## src/rtl/vend_pkg.sv

```systemverilog
package vend_pkg;
  localparam int COIN_UNIT_CENTS = 5;
  localparam int PRICE_CENTS     = 15;
  localparam int PRICE_STEPS     = PRICE_CENTS / COIN_UNIT_CENTS;

  // Advance strobes handed from the coin qualifier to the credit register
  typedef struct packed {
    logic addOne;   // one coin unit
    logic addTwo;   // two coin units
  } coinStrobe_t;
endpackage

```

## src/rtl/vendCoinQual.sv

```systemverilog
module vendCoinQual
  import vend_pkg::*;
(
  input  logic        nickelIn,
  input  logic        dimeIn,
  output coinStrobe_t strobe
);
  // Both sensors at once is resolved as no coin, so the state holds
  always_comb begin
    strobe.addOne = nickelIn & ~dimeIn;
    strobe.addTwo = dimeIn & ~nickelIn;
  end
endmodule

```

## src/rtl/vendCreditFsm.sv

```systemverilog
module vendCreditFsm
  import vend_pkg::*;
#(
  parameter int STEPS = PRICE_STEPS
) (
  input  logic              clk,
  input  logic              rst,
  input  coinStrobe_t       strobe,
  output logic [STEPS:0]    stateVec
);
  localparam int LAST = STEPS;
  localparam logic [STEPS:0] RESET_VEC = {{STEPS{1'b0}}, 1'b1};

  logic [STEPS:0] nextVec;
  logic           advance;

  assign advance = strobe.addOne | strobe.addTwo;

  // One product term per incoming arc of the state diagram
  genvar i;
  generate
    for (i = 0; i <= LAST; i++) begin : g_arc
      if (i == 0) begin : g_zero
        assign nextVec[i] = stateVec[i] & ~advance;
      end else if (i == 1) begin : g_first
        assign nextVec[i] = (stateVec[i] & ~advance)
                          | (stateVec[i-1] & strobe.addOne);
      end else if (i < LAST) begin : g_mid
        assign nextVec[i] = (stateVec[i] & ~advance)
                          | (stateVec[i-1] & strobe.addOne)
                          | (stateVec[i-2] & strobe.addTwo);
      end else begin : g_final
        // sticky final state; from one below, any coin arrives here
        assign nextVec[i] = stateVec[i]
                          | (stateVec[i-1] & advance)
                          | (stateVec[i-2] & strobe.addTwo);
      end
    end
  endgenerate

  always_ff @(posedge clk) begin
    if (rst) stateVec <= RESET_VEC;
    else     stateVec <= nextVec;
  end

  AST_ONE_HOT: assert property (@(posedge clk) disable iff (rst)
    $countones(stateVec) == 1);

  AST_RESET_STATE: assert property (@(posedge clk) disable iff (rst)
    $past(rst) |-> stateVec == RESET_VEC);

  AST_IDLE_HOLD: assert property (@(posedge clk) disable iff (rst)
    !advance |=> $stable(stateVec));

  AST_FINAL_STICKY: assert property (@(posedge clk) disable iff (rst)
    stateVec[LAST] |=> stateVec[LAST]);

  AST_NICKEL_STEP: assert property (@(posedge clk) disable iff (rst)
    (strobe.addOne && !stateVec[LAST]) |=> stateVec == ($past(stateVec) << 1));
endmodule

```

## src/rtl/vendOneHotCtrl.sv

```systemverilog
module vendOneHotCtrl
  import vend_pkg::*;
#(
  parameter int STEPS = PRICE_STEPS
) (
  input  logic clk,
  input  logic rst,
  input  logic nickelIn,
  input  logic dimeIn,
  output logic openOut
);
  coinStrobe_t    strobe;
  logic [STEPS:0] creditVec;

  vendCoinQual u_qual (
    .nickelIn (nickelIn),
    .dimeIn   (dimeIn),
    .strobe   (strobe)
  );

  vendCreditFsm #(.STEPS(STEPS)) u_fsm (
    .clk      (clk),
    .rst      (rst),
    .strobe   (strobe),
    .stateVec (creditVec)
  );

  // Moore output taken straight from the final-state flip-flop
  assign openOut = creditVec[STEPS];

  AST_BOTH_HOLD: assert property (@(posedge clk) disable iff (rst)
    (nickelIn && dimeIn) |=> $stable(creditVec));

  AST_OPEN_AFTER_COIN: assert property (@(posedge clk) disable iff (rst)
    $rose(openOut) |-> $past(nickelIn ^ dimeIn));

  AST_OVERPAY: assert property (@(posedge clk) disable iff (rst)
    (creditVec[STEPS-1] && dimeIn && !nickelIn) |=> openOut);
endmodule

```

## config.mk

```make
export PLATFORM = sky130hd
export DESIGN_NAME = vendOneHotCtrl
export DESIGN_NICKNAME = d
export VERILOG_FILES = /design/src/rtl/vend_pkg.sv /design/src/rtl/vendCoinQual.sv /design/src/rtl/vendCreditFsm.sv /design/src/rtl/vendOneHotCtrl.sv
export SDC_FILE = /design/constraint.sdc
export NUM_CORES = 1
export LEC_CHECK = 0
export ABC_AREA = 1
export ABC_CLOCK_PERIOD_IN_PS = 1100
export BUFFER_PORTS_ARGS = -buffer_cell sky130_fd_sc_hd__buf_2
export CORE_AREA = 2 2 39 41
export DETAILED_ROUTE_END_ITERATION = 6
export DIE_AREA = 0 0 41 43
export GPL_ROUTABILITY_DRIVEN = 0
export SLEW_MARGIN = 25
export SYNTH_ARGS = -nofsm -noshare
export SYNTH_HDL_FRONTEND = slang
export SYNTH_SLANG_ARGS = --single-unit
```

## constraint.sdc

```tcl
create_clock -name clk -period 1.1 [get_ports clk]
set_input_delay 0.22 -clock clk [delete_from_list [all_inputs] [get_ports clk]]
set_output_delay 0.22 -clock clk [all_outputs]
set_load 0.03 [all_outputs]
```

==> results of run 1 <==
-- stage by stage --
step | std cells | power [mW]
CTS | 50 | 0.3995
global route | 50 | 0.4102
global placement | 47 | 0.2095
finish | 50 | 0.3929
floorplan | 27 | 0.1945
detailed placement | 47 | 0.2105
-- cell usage after synthesis, drive strengths merged --
| cell | count | area, um2 |
|---|---|---|
| a21oi | 1 | 5.000 |
| dfxtp | 4 | 80.08 |
| ha | 2 | 25.02 |
| inv | 6 | 22.52 |
| nand2 | 10 | 37.54 |
| nand3 | 1 | 5.000 |
| nor2 | 3 | 11.26 |
-- layout make-up --
class	instances	area [um2]
fill	168	1135
multi-input combinational	17	83.83
sequential	4	80.08
clock buffer	3	22.52
inverter	6	22.52
timing repair buffer	4	20.02
tap	16	20.02
-- logic make-up (layout without fill, tap and decap cells) --
group           count (synthesis)  in the layout  synth area share
simple gates                   14             14            0.2886
buf+inv                         6             13            0.1208
fa+ha+maj                       2              2            0.1342
flops                           4              4            0.4295
compound gates                  1              1           0.02682
-- power breakdown --
group	switching (mW)	leakage (nW)	total, mW	internal, mW
clock	0.0629	0.0138	0.185	0.122
sequential	0.00648	0.0330	0.163	0.156
combinational	0.0265	0.0914	0.0449	0.0184
-- layer usage --
layer | global-route usage | vias to the layer above | part of all wire
li1 | - | 92 | -
met1 | 0.03871 | 62 | 0.47
met2 | 0.07188 | 6 | 0.45
met3 | 0.03141 | 0 | 0.084
met4 | 0.06000 | 0 | 0
met5 | 0 | - | 0
-- final timing paths --
path,start,end,cells past startpoint
worst min-delay path,rst,u_fsm.stateVec[1],2
worst min register to register,u_fsm.stateVec[0],u_fsm.stateVec[1],2
worst max register to register,u_fsm.stateVec[1],u_fsm.stateVec[3],4
worst max-delay path,u_fsm.stateVec[3],openOut,1
==> reports/qor.yml, run 1 <==
timing:
  max_frequency_mhz: 1022
  skew_ps: 6.456
  max_slew.worst_pin.slew_ps: 152.8
  timing.final.crit_share: 0.8895
  slew-limit-headroom: 0.8988
  finalWorstSetupSlack_ps: 121.5
  fin_crit_ps: 978.5
  final-max-slew-violation-count: 0
  hold_ws_ps: 171.4
  count_of_endpoints_failing_hold_in_the_final_timing_report: 0
  tns_ps: 0
  grt_setup_unrepaired: "no"
  setup_viol_count_final: 0
floorplanning:
  row_count: 14
  die_h_um: 43
  start_util: 0.1347
  ioPinCount: 5
  die_width_um: 41
  core_um2: 1384
  fp.dieArea_um2: 1763
final_layout:
  finish.net_count: 42
  most_common_cell_after_layout_fill_and_taps_aside: "sky130_fd_sc_hd__nand2_1"
  largest_reg_flops: 4
  antennaDiodeCount: 0
  reg_top3: "u_fsm.stateVec x4"
  final_area_um2: 249.0
  top_register: "u_fsm.stateVec"
  layout.core_utilization: 0.1799
  proportion_of_layout_cells_with_a_drive_suffix_above_1: 0.2059
  syn_to_final_growth_pct: 33.56
  mostFrequentLayoutCells: "sky130_fd_sc_hd__nand2_1, sky130_fd_sc_hd__inv_1, sky130_fd_sc_hd__buf_2, sky130_fd_sc_hd__dfxtp_1"
clocking:
  numClockSinks: 4
  cts_hold_buf: 0
  htreeDepth: 1
  cts_setup_buffers: 0
  cts_repair_resize_count: 0
  cts_inserted_buffers: 3
  cts_tree: "done"
  clock_latency_ps: 240
  clock_tree.buffer_depth: 2
  clk_pin_slew_worst_paths_ps: 40
  cts.root.buffer_cell: "sky130_fd_sc_hd__clkbuf_4"
routing:
  total_wirelength_um: 347
  remaining_drc_errors: 0
  drt-initial-drc-count: 5
  antenna_left: 0
  via_per_inst: 3.200
  drt_pass1_iterations: 2
  vias: 160
  routedWlPerCell_um: 6.940
global_route:
  grt_max_degree: 5
  grt_use_total: 0.05025
  grt_antenna_before_repair: 0
  grt_pass1_wl_um: 517
  overflow: 0
  first_global_vias: 160
logic_synthesis:
  mappedNetlistNets: 33
  synth.distinct_cells: 7
  netlist_instances: 27
  syn_avg_cell_area_um2: 6.905
  synth_warnings: 0
  synth_seq_cells: 4
  synth_sequential_area_ratio: 0.4295
  syn_area_um2: 186.4
min_path:
  type_of_the_tightest_min_delay_check: "input pin to register"
placed_design:
  io_buffers: 4
  post_dp_cell_area_um2: 226.5
  post-dp-hpwl_um: 274.2
  placement.setup.worst_slack_ps: 68.75
run_status:
  outcome: "finished clean"
pwr:
  power.ir.vdd_worst_v: 0.0004184
  cellLeakagePower_nw: 0.1382
  power.density_nw_per_um2: 1578
setup_path:
  slowest_delay_ps: 330
  worst-path-max-fanout: 2
  worstSetupEndpointType: "output port"
  critical_path_required_ps: 880
  cpLargestDelayFamily: "flip-flops"
  path_cells: "buf_2"
  slowest_stage: "sky130_fd_sc_hd__dfxtp_1"
  reg2reg_slack_ps: 430
  critical_path.n_buffers_inverters: 1
  setup.worst_path.start_class: "register"
  timing.critical_path.arrival_ps: 760
  critical_path_class: "register to output port"
flow_run:
  maxCapViolCount: 0
(Power assumes the default switching activity.)
==> run 2, diff against run 1 <==
--- a/config.mk
+++ b/config.mk
@@ -9,10 +9,12 @@
 export ABC_CLOCK_PERIOD_IN_PS = 1100
 export BUFFER_PORTS_ARGS = -buffer_cell sky130_fd_sc_hd__buf_2
 export CORE_AREA = 2 2 39 41
+export CTS_BUF_LIST = sky130_fd_sc_hd__clkbuf_4 sky130_fd_sc_hd__clkbuf_8
 export DETAILED_ROUTE_END_ITERATION = 6
 export DIE_AREA = 0 0 41 43
 export GPL_ROUTABILITY_DRIVEN = 0
 export SLEW_MARGIN = 25
 export SYNTH_ARGS = -nofsm -noshare
 export SYNTH_HDL_FRONTEND = slang
+export SYNTH_HIERARCHICAL = 1
 export SYNTH_SLANG_ARGS = --single-unit
==> run 2 against run 1 <==
Register-to-register slack lost 20 ps. Synthesized cell count shrank 3.7%. Critical path type unchanged. Combinational power is essentially flat. Routed wire length shrank 11%. Flip-flop and latch count is the same. Clock power shrank 4%.
==> reports/qor.yml, run 2 <==
timing:
  setup_viol_count_final: 0
  fin_crit_ps: 952.2
  tns_ps: 0
  max_frequency_mhz: 1050
  timing.final.crit_share: 0.8656
  max_slew.worst_pin.slew_ps: 300.2
  slew-limit-headroom: 0.7991
  skew_ps: 1.539
  count_of_endpoints_failing_hold_in_the_final_timing_report: 0
  final-max-slew-violation-count: 0
  hold_ws_ps: 197.4
  finalWorstSetupSlack_ps: 147.8
  grt_setup_unrepaired: "no"
clocking:
  cts_hold_buf: 0
  cts_setup_buffers: 0
  cts.root.buffer_cell: "sky130_fd_sc_hd__clkbuf_4"
  clk_pin_slew_worst_paths_ps: 40
  cts_repair_resize_count: 0
  numClockSinks: 4
  clock_tree.buffer_depth: 2
  clock_latency_ps: 230
  cts_tree: "done"
  cts_inserted_buffers: 3
  htreeDepth: 1
logic_synthesis:
  netlist_top_cells_area: "sky130_fd_sc_hd__dfxtp_1, sky130_fd_sc_hd__nand2_1, sky130_fd_sc_hd__inv_1"
  share_of_flip_flops_with_an_asynchronous_set_or_reset_after_synthesis: 0
  syn_area_um2: 180.2
  mappedNetlistNets: 30
  synthMostInstantiatedCell: "sky130_fd_sc_hd__nand2_1"
  synth_commonest_cells: "sky130_fd_sc_hd__nand2_1, sky130_fd_sc_hd__inv_1, sky130_fd_sc_hd__nor2_1, sky130_fd_sc_hd__dfxtp_1"
  number_of_synthesized_flops_with_an_enable_pin: 0
  syn_avg_cell_area_um2: 6.930
  synth_warnings: 6
  post-synth-top-area-fraction: 0.4444
  synth_seq_cells: 4
  synth.distinct_cells: 8
  ys_dominant_reg_cell: "sky130_fd_sc_hd__dfxtp_1"
  synthDominantAreaCellType: "sky130_fd_sc_hd__dfxtp_1"
  synth_sequential_area_ratio: 0.4444
  netlist_instances: 26
placed_design:
  numPlacedInstances: 46
  placement.setup.worst_slack_ps: 149.4
  post-dp-hpwl_um: 241.4
  io_buffers: 4
routing:
  via_per_inst: 3.245
  antenna_left: 0
  total_wirelength_um: 310
  routedWlPerCell_um: 6.327
  drt-initial-drc-count: 3
  remaining_drc_errors: 0
  drt_pass1_iterations: 4
  vias: 159
floorplanning:
  die_h_um: 43
  fp.dieArea_um2: 1763
  ioPinCount: 5
  row_count: 14
  start_util: 0.1302
  die_width_um: 41
  core_um2: 1384
final_layout:
  reg_top3: "u_fsm/stateVec x4"
  most_common_cell_after_layout_fill_and_taps_aside: "sky130_fd_sc_hd__nand2_1"
  fillers: 160
  top_register: "u_fsm/stateVec"
  mostFrequentLayoutCells: "sky130_fd_sc_hd__nand2_1, sky130_fd_sc_hd__inv_1, sky130_fd_sc_hd__nor2_1"
  largest_reg_flops: 4
  syn_to_final_growth_pct: 34.72
  antennaDiodeCount: 0
  proportion_of_layout_cells_with_a_drive_suffix_above_1: 0.2727
  stdcell_count: 49
  finish.net_count: 39
pwr:
  power.density_nw_per_um2: 1583
  power.sequential.fraction: 0.420
  cellInternalPower_mw: 0.2957
  combinationalPowerShare: 0.116
  power.switching_mw: 0.08859
  cellLeakagePower_nw: 0.1182
  power.ir.vdd_worst_v: 0.0001854
  totalPowerFinal_mw: 0.3843
  swShare: 0.2305
  power.clock.fraction: 0.464
setup_path:
  reg2reg_slack_ps: 410
  setup.worst_path.start_class: "register"
  number_of_logic_stages_on_the_critical_path_including_buffering: 1
  slowest_delay_ps: 310
  timing.rr.start: "u_fsm/stateVec[1]"
  worstRegToRegCells: 4
  timing.critical_path.from: "u_fsm/stateVec[3]"
  critical_path_class: "register to output port"
  worst-path-max-fanout: 2
  slowest_stage: "sky130_fd_sc_hd__dfxtp_1"
  reg2reg_to: "u_fsm/stateVec[2]"
  worstSetupEndpointType: "output port"
  timing.critical_path.arrival_ps: 730
  timing.critical_path.to: "openOut"
  critical_path_required_ps: 880
  cpLargestDelayFamily: "flip-flops"
  critical_path.n_buffers_inverters: 1
  path_cells: "buf_2"
global_route:
  grt_use_total: 0.04814
  grt_pass1_wl_um: 427
  grt_max_degree: 5
  grt_antenna_before_repair: 0
  first_global_vias: 120
  overflow: 0
flow_run:
  maxCapViolCount: 0
run_status:
  outcome: "finished clean"
min_path:
  type_of_the_tightest_min_delay_check: "input pin to register"
-- run 2: cell type report --
class | count | area [um2] | share of cell area
multi-input combinational | 17 | 81.33 | 0.3351
sequential | 4 | 80.08 | 0.3299
clock buffer | 3 | 22.52 | 0.09278
timing repair buffer | 4 | 20.02 | 0.08247
tap | 16 | 20.02 | 0.08247
inverter | 5 | 18.77 | 0.07732
-- run 2: through the flow --
stage / util / cell area (um2)
final: 0.1754 / 242.7
after global routing: 0.1754 / 242.7
after CTS: 0.1754 / 242.7
after detailed placement: 0.1591 / 220.2
after global placement: 0.1591 / 220.2
after floorplan: - / 180.2
-- run 2: power groups by stage --
| stage | registers, mW | clock network (mW) | logic, mW |
|---|---|---|---|
| after global routing | 0.162 | 0.194 | 0.0513 |
| final | 0.161 | 0.178 | 0.0446 |
| after floorplan | 0.167 | 0 | 0.0269 |
| after detailed placement | 0.163 | 0 | 0.0452 |
| after CTS | 0.161 | 0.191 | 0.0455 |
| after global placement | 0.163 | 0 | 0.0442 |
-- run 2: cell families (layout without fill, tap and decap cells) --
logic type             Yosys count  in the layout  synth area share
and+or+nand+nor                 14             14            0.3333
buffers and inverters            5             12            0.1042
DFF                              4              4            0.4445
AOI/OAI and AO/OA                3              3            0.1181
-- run 2: worst min path at each step --
stage          from  cells past startpoint  slack (ps)           endpoint
6_report        rst                      2         200  u_fsm/stateVec[2]
3_5_place_dp    rst                      2         440  u_fsm/stateVec[2]
3_3_place_gp    rst                      2         440  u_fsm/stateVec[2]
5_1_grt         rst                      2         210  u_fsm/stateVec[2]
2_1_floorplan   rst                      1         280  u_fsm/stateVec[2]
4_1_cts         rst                      2         190  u_fsm/stateVec[2]
-- run 2: per-layer routing --
layer	routed length (um)	vias up	global-route usage
li1	-	90	-
met1	133	65	0.03526
met2	139	4	0.05000
met3	37	0	0.04712
met4	0	0	0.08000
met5	0	-	0
